--- src/rtl/greet_echo_pkg.sv ---
package greet_echo_pkg;

    localparam int BYTE_W          = 8;
    localparam int BANNER_LEN_DEF  = 16;
    localparam logic [BANNER_LEN_DEF*BYTE_W-1:0] BANNER_TEXT_DEF = "Link up, ready.\n";

    typedef logic [BYTE_W-1:0] byte_t;

    // One-entry holding slot for an echo byte waiting on the transmitter
    typedef struct packed {
        logic  valid;
        byte_t data;
    } slot_t;

    function automatic bit is_pow2(input int n);
        return (n > 0) && ((n & (n - 1)) == 0);
    endfunction

endpackage

--- src/rtl/banner_seq.sv ---
module banner_seq
    import greet_echo_pkg::*;
#(
    parameter int LEN   = BANNER_LEN_DEF,
    parameter int CNT_W = $clog2(LEN + 1)
) (
    input  logic             clk,
    input  logic             rst,
    input  logic             advance,
    output logic [CNT_W-1:0] cnt,
    output logic             done
);

    always_ff @(posedge clk) begin
        if (rst) begin
            cnt <= '0;
        end else if (advance && !done) begin
            cnt <= cnt + 1'b1;
        end
    end

    // Terminal count: a single bit when the length is a power of two
    generate
        if (is_pow2(LEN)) begin : g_msb
            assign done = cnt[CNT_W-1];
        end else begin : g_cmp
            assign done = (cnt == CNT_W'(LEN));
        end
    endgenerate

endmodule

--- src/rtl/banner_rom.sv ---
module banner_rom
    import greet_echo_pkg::*;
#(
    parameter int                       LEN   = BANNER_LEN_DEF,
    parameter int                       IDX_W = (LEN > 1) ? $clog2(LEN) : 1,
    parameter logic [LEN*BYTE_W-1:0]    TEXT  = BANNER_TEXT_DEF
) (
    input  logic [IDX_W-1:0] idx,
    output byte_t            ch
);

    // First character sits in the most significant byte of TEXT
    always_comb begin
        ch = '0;
        for (int k = 0; k < LEN; k++) begin
            if (idx == IDX_W'(k)) begin
                ch = TEXT[BYTE_W*(LEN-1-k) +: BYTE_W];
            end
        end
    end

endmodule

--- src/rtl/echo_hold.sv ---
module echo_hold
    import greet_echo_pkg::*;
(
    input  logic  clk,
    input  logic  rst,
    input  logic  enable,
    input  logic  rx_strobe,
    input  byte_t rx_byte,
    input  logic  take,
    output logic  pending,
    output byte_t out_byte,
    output logic  overrun
);

    slot_t slot_q;
    logic  capture;

    assign capture = enable && rx_strobe;
    assign pending = slot_q.valid;

    always_ff @(posedge clk) begin
        if (rst) begin
            slot_q   <= '0;
            out_byte <= '0;
            overrun  <= 1'b0;
        end else begin
            // The byte being sent moves out before the slot can refill
            if (take) begin
                out_byte <= slot_q.data;
            end
            if (capture) begin
                slot_q.data  <= rx_byte;
                slot_q.valid <= 1'b1;
                if (slot_q.valid && !take) begin
                    overrun <= 1'b1;
                end
            end else if (take) begin
                slot_q.valid <= 1'b0;
            end
        end
    end

endmodule

--- src/rtl/tx_src_mux.sv ---
module tx_src_mux
    import greet_echo_pkg::*;
(
    input  logic  echo_sel,
    input  byte_t banner_ch,
    input  byte_t echo_ch,
    output byte_t tx_byte
);

    assign tx_byte = echo_sel ? echo_ch : banner_ch;

endmodule

--- src/rtl/greet_echo_top.sv ---
module greet_echo_top
    import greet_echo_pkg::*;
#(
    parameter int                    LEN  = BANNER_LEN_DEF,
    parameter logic [LEN*BYTE_W-1:0] TEXT = BANNER_TEXT_DEF
) (
    input  logic              clk,
    input  logic              rst,
    input  logic              tx_ready,
    input  logic              rx_strobe,
    input  logic [BYTE_W-1:0] rx_byte,
    output logic              tx_write,
    output logic [BYTE_W-1:0] tx_byte,
    output logic              banner_done,
    output logic              overrun
);

    localparam int CNT_W = $clog2(LEN + 1);
    localparam int IDX_W = (LEN > 1) ? $clog2(LEN) : 1;

    logic             wr_q;
    logic             launch;
    logic [CNT_W-1:0] cnt;
    logic             done;
    logic             pend;
    byte_t            echo_ch;
    byte_t            banner_ch;

    // A new pulse needs a ready transmitter, no pulse in flight, and data
    assign launch = tx_ready && !wr_q && (done ? pend : 1'b1);

    always_ff @(posedge clk) begin
        if (rst) begin
            wr_q <= 1'b0;
        end else begin
            wr_q <= launch;
        end
    end

    // Counter steps after the pulse, so it indexes the byte on the lines
    banner_seq #(.LEN(LEN), .CNT_W(CNT_W)) u_seq (
        .clk     (clk),
        .rst     (rst),
        .advance (wr_q),
        .cnt     (cnt),
        .done    (done)
    );

    banner_rom #(.LEN(LEN), .IDX_W(IDX_W), .TEXT(TEXT)) u_rom (
        .idx (cnt[IDX_W-1:0]),
        .ch  (banner_ch)
    );

    echo_hold u_hold (
        .clk       (clk),
        .rst       (rst),
        .enable    (done),
        .rx_strobe (rx_strobe),
        .rx_byte   (rx_byte),
        .take      (launch && done),
        .pending   (pend),
        .out_byte  (echo_ch),
        .overrun   (overrun)
    );

    tx_src_mux u_mux (
        .echo_sel  (done),
        .banner_ch (banner_ch),
        .echo_ch   (echo_ch),
        .tx_byte   (tx_byte)
    );

    assign tx_write    = wr_q;
    assign banner_done = done;

endmodule

--- config.mk ---
export PLATFORM = sky130hd
export DESIGN_NAME = greet_echo_top
export DESIGN_NICKNAME = d
export VERILOG_FILES = /design/src/rtl/greet_echo_pkg.sv /design/src/rtl/banner_seq.sv /design/src/rtl/banner_rom.sv /design/src/rtl/echo_hold.sv /design/src/rtl/tx_src_mux.sv /design/src/rtl/greet_echo_top.sv
export SDC_FILE = /design/constraint.sdc
export NUM_CORES = 1
export LEC_CHECK = 0
export ABC_AREA = 1
export BUFFER_PORTS_ARGS = -buffer_cell sky130_fd_sc_hd__buf_4
export CAP_MARGIN = 20
export CORE_MARGIN = 1.5
export CORE_UTILIZATION = 42
export DETAILED_ROUTE_END_ITERATION = 8
export SETUP_SLACK_MARGIN = 0.15
export SLEW_MARGIN = 20
export SYNTH_ARGS = -nofsm -noshare
export SYNTH_HDL_FRONTEND = slang
export SYNTH_SLANG_ARGS = --single-unit
--- constraint.sdc ---
create_clock -name clk -period 2.7 [get_ports clk]
set_input_delay 0.27 -clock clk [delete_from_list [all_inputs] [get_ports clk]]
set_output_delay 0.27 -clock clk [all_outputs]
set_load 0.02 [all_outputs]
==> Word level (Yosys, flattened, before mapping) <==
Cells that the tools add are included.
{ "totals": {"register_bits": 24, "inputBits": 12, "output_inout_bits": 11, "wordCells": 54} }
{ "op_classes": {"add_sub_neg": 1, "n_eq_ne": 15, "muxes": 20, "reduce_logical": 12} }
{ "op_table": {"columns": ["cell", "n"], "rows": [
  ["$mux W7", 16],
  ["$eq A4 B4 Y1 const B", 8],
  ["$eq A4 B3 Y1 const B", 4],
  ["$eq A4 B2 Y1 const B", 2],
  ["$mux W8", 1],
  ["$logic_and A1 B1 Y1", 6],
  ["$add A5 B1 Y5 const B", 1],
  ["$eq A4 B1 Y1 const B", 1],
  ["$logic_not A4 Y1", 1],
  ["$logic_not A1 Y1", 3],
  ["$mux W1", 3],
  ["$reduce_and A2 Y1", 1],
  ["$reduce_bool A2 Y1", 1]
]} }

==> Logic depth before layout (Yosys ltp) <==
{ "depth": {"ltp_word": 18, "ltp_mapped": 13, "depth_no_buf": 13} }

==> Hierarchy <==
A second synthesis with hierarchy kept.
{ "unflattened": {"hier_cells": 191, "area_unflattened_um2": 1236.2} }
{ "modules_own_cells": {"columns": ["mod", "n_inst", "cells_each", "area_per_inst_um2", "seq_area_each_um2"], "rows": [
  ["echo_hold", 1, 79, 644.4, 360.3],
  ["banner_seq", 1, 33, 244.0, 100.1],
  ["banner_rom", 1, 43, 181.4, 0.0],
  ["tx_src_mux", 1, 26, 105.1, 0.0],
  ["greet_echo_top", 1, 10, 61.3, 20.0]
]} }

==> Worst setup path after synthesis <==
OpenSTA, ideal clock, no wires.
{ "synth_timing": {"path_type": "register -> output", "startpoint": "reg u_seq.cnt[0]", "endpoint": "out tx_byte[0]", "t_arrival_ns": 1.388, "t_required_ns": 2.430, "setup_slack_ns": 1.042, "path_stages_with_launch": 12, "path_buffers": 0, "cell_sequence": "dfxtp_1 inv_1 ha_1 inv_2 nand2_1 nand2_1 nand2_1 nand2_1 nand3_1 nand3_1 nand2_1 o21ai_0"} }
{ "synth_via": {"elab_chain_cells": 17} }
{ "synth_rtl": {"columns": ["item", "line", "rtl"], "rows": [
  ["from (decl)", "banner_seq.sv:10", "output logic [CNT_W-1:0] cnt,"],
  ["from (signal assigned)", "banner_seq.sv:18", "cnt <= cnt + 1'b1;"],
  ["$eq A4 B1 Y1", "banner_rom.sv:16", "if (idx == IDX_W'(k)) begin"],
  ["$mux W7 (14 in a row)", "banner_rom.sv:16", null],
  ["$mux W7 *", "banner_rom.sv:16", null],
  ["$mux W8 *", "tx_src_mux.sv:10", "assign tx_byte = echo_sel ? echo_ch : banner_ch;"],
  ["to (decl)", "greet_echo_top.sv:13", "output logic [BYTE_W-1:0] tx_byte,"]
]} }
Mark *: on every way between the ends. The rest lies on a longest branch, timed or not.

==> Worst setup path in the final report <==
{ "layout_timing": {"startpoint": "reg u_seq.cnt[0]", "endpoint": "out tx_byte[6]"} }
{ "layout_via": {"elab_chain_cells": 18} }
{ "layout_rtl": {"columns": ["item", "line"], "rows": [
  ["$logic_not A4 Y1", "banner_rom.sv:16"],
  ["$mux W7 (15 in a row)", "banner_rom.sv:16"],
  ["$mux W7 *", "banner_rom.sv:16"],
  ["$mux W8 *", "tx_src_mux.sv:10"]
]} }
Marks and branches as above.

==> impl_metrics.toml <==
[placement]
io_buffers = 22
routabilityCongestion = 0.8708
placed_area_um2 = 1513
hpwl_um = 2236

[clock_network]
cts_buffers = 3
cts_resized = 0
htree_num_levels = 1
tritoncts = "yes"
clk_pin_slew_ns = 0.13
clockBufferDepth = 2
cts_sinks = 24
holdBufCountCts = 0
insertion_delay_ns = 0.31
clock_tree.root_cell = "clkbuf_4"
post_cts_buffers = 0

[global_route]
grt_max_degree = 25
grt_usage_pct = 18.04
grt_remaining_overflow = 0
grt_pass1_wl_um = 4857
antenna_found_initial = 0
grt_pass1_vias = 1105

[die]
die-area_um2 = 3495
start_util_pct = 43.68
core_um2 = 3028
rows = 20
ios = 23
die_h_um = 59.12
die_w_um = 59.12

[worst_setup_path]
crit_chain = "inv_1 > ha_1 > o21ai_2 > nand2_1 > nor2_1 > nand3_1 > nand2_1 > o21ai_2 > buf_4"
cp_slowest_stage_delay_ns = 0.40
cp_max_fo = 8
critPathRequiredTime_ns = 2.43
start_kind = "flop"
cp-end-kind = "primary output"
arrival_ns = 1.96
cpMaxStageDelayCell = "dfxtp_1"
critPathKind = "flop to primary output"

[pwr]
p_leak_uw = 0.0006930
pwr-share-clk_pct = 29.8
power_frac_comb_pct = 13.8
power_density_nw_per_um2 = 412.2
p_int_uw = 476.8
switching_share_pct = 25.32
seq_power_share_pct = 56.4
p_sw_uw = 161.7
ir_worst_vdd_uv = 270.4

[sta]
drv_slew = 0
hold_viol_final = 0
worstMarginPinSlew_ns = 0.4164
fmax_mhz = 447.6
fin_tns_setup_ns = 0
clock_skew_ns = 0.001638
rsz0062_at_grt = "false"
setup-violations-final = 0
relSlewSlack_pct = 72.20
finalCritPeriodShare_pct = 82.75
period_minus_slack_ns = 2.234

[routing]
vias = 1261
m1WireLength_um = 1315
drt_iter0_drc = 75
dr.pass1.iters = 6
drc = 0
ant_nets = 0
wirelength_um = 2862
dr.max_layer_used = "met4"
dr_wl_met3_um = 69
vias_per_cell = 4.907
wl_met2_um = 1452
wl_per_cell_um = 11.14

[synth]
synth_top_area_share_pct = 36.33
synth_most_common_cell = "nand2_1"
ys_types = 27
synthCells = 191
yosys-top-cells-area = "dfxtp_1, nand2_1, a211oi_1"
synthFlopType = "dfxtp_1"
ys_seq_elements = 24
yosysTopAreaCell = "dfxtp_1"
synth_async_sr_flop_share_pct = 0
synth_common_cells = "nand2_1, dfxtp_1, inv_1"
ys_seq_area_share_pct = 36.33
synth.avg_cell_area_um2 = 6.924
netlist_area_um2 = 1323
synth_nets = 207
synth_edf_count = 0
yosys_warnings = 0

[finish]
syn_to_final_growth_pct = 17.12
nFillCells = 319
nets = 230
diodes = 0
drive_above_1_share_pct = 20.66
multi_input_area_um2 = 710.7
seq_area_um2 = 480.5
design_area_um2 = 1549

[worst_hold_path]
hold_path_class = "input port to flop"

[run_status]
outcome = "finished clean"

[job]
cap_violations = 0
## per-stage QoR
stage          worst slack [ns]  utilization [%]  hold slack [ns]  cells  total power (uW)
2_1_floorplan             1.042                -           0.3485    191             421.3
3_3_place_gp             0.8761            49.96           0.4351    253             455.5
3_5_place_dp             0.8334            49.96           0.4445    253             456.9
4_1_cts                  0.4679            51.16           0.1895    257             643.9
5_1_grt                  0.2691            51.16           0.1940    257             666.2
6_report                 0.4657            51.16           0.1938    257             638.5
## final cells by class
| class | instances | area share, % |
|---|---|---|
| Inverter | 25 | 6.058 |
| Tap cell | 44 | 3.554 |
| Multi-Input combinational cell | 137 | 45.88 |
| Sequential cell | 24 | 31.02 |
| Clock buffer | 4 | 2.342 |
| Timing Repair Buffer | 23 | 11.15 |
## placed cells by master, fill, tap and decap left out
cell type | Yosys | layout
inv_1 | 19 | 19
nand4_4 | 1 | 1
a21oi_1 | 12 | 12
nand3_1 | 8 | 8
nand2_2 | 2 | 2
a22oi_1 | 1 | 1
nor3b_2 | 1 | 1
clkinv_1 | 1 | 1
o31ai_1 | 1 | 1
nand3b_1 | 1 | 1
nor3_1 | 2 | 2
clkbuf_8 | 0 | 1
a21oi_2 | 1 | 1
o21ai_0 | 5 | 5
inv_2 | 5 | 5
a211oi_1 | 10 | 10
nand2_1 | 60 | 60
o21ai_2 | 2 | 2
o21ai_1 | 2 | 2
nand4_1 | 1 | 1
nor2_1 | 18 | 18
ha_1 | 4 | 4
buf_4 | 1 | 23
nor2_4 | 3 | 3
dfxtp_1 | 24 | 24
clkbuf_4 | 0 | 3
nor2_2 | 2 | 2
## flip-flops by register name (all words and copies together), names as in the netlist
register,cells
u_hold.pending,1
u_hold.overrun,1
u_hold.out_byte,8
u_hold.slot_q,8
tx_write,1
u_seq.cnt,5
## worst paths after layout
check                             from                       endpoint  cells past startpoint  slack (ns)
max          u_seq.cnt[0]$_SDFFE_PP0P_                     tx_byte[6]                      9        0.47
min                         rx_byte[7]  u_hold.slot_q[7]$_SDFFE_PP0P_                      3        0.19
min reg2reg        tx_write$_SDFF_PP0_            tx_write$_SDFF_PP0_                      1        0.46
max reg2reg  u_seq.cnt[1]$_SDFFE_PP0P_      u_seq.cnt[2]$_SDFFE_PP0P_                      5        1.42
## routing by layer
metal  up-vias  GRT usage, %
met5         -             0
met2        26         32.06
met1       574         22.01
met4         0         8.117
met3         4         1.528
li1        657             -
## power by group through the flow
stage | logic (uW) | registers (uW) | clock network [uW]
3_5_place_dp | 88.6 | 368 | 0
3_3_place_gp | 87.6 | 368 | 0
4_1_cts | 88.8 | 360 | 195
2_1_floorplan | 52.9 | 368 | 0
5_1_grt | 98.7 | 361 | 206
6_report | 87.9 | 360 | 190
## worst max-delay path: cells and delay by family, from the launching register on
family,cells,cell delay [ns]
simple gates,4,0.42
fa+ha+maj,1,0.32
flops,1,0.40
compound gates,2,0.25
buf+inv,2,0.25
## logic make-up (layout without fill, tap and decap cells)
| kind of cell | count (synthesis) | in the layout | share of synthesized area, % |
|---|---|---|---|
| AOI/OAI and AO/OA | 34 | 34 | 15.99 |
| adders and majority gates | 4 | 4 | 3.784 |
| buffers and inverters | 30 | 52 | 9.934 |
| DFF | 24 | 24 | 36.33 |
| and+or+nand+nor | 99 | 99 | 33.96 |
No activity file was read; power rests on OpenSTA's default activity.
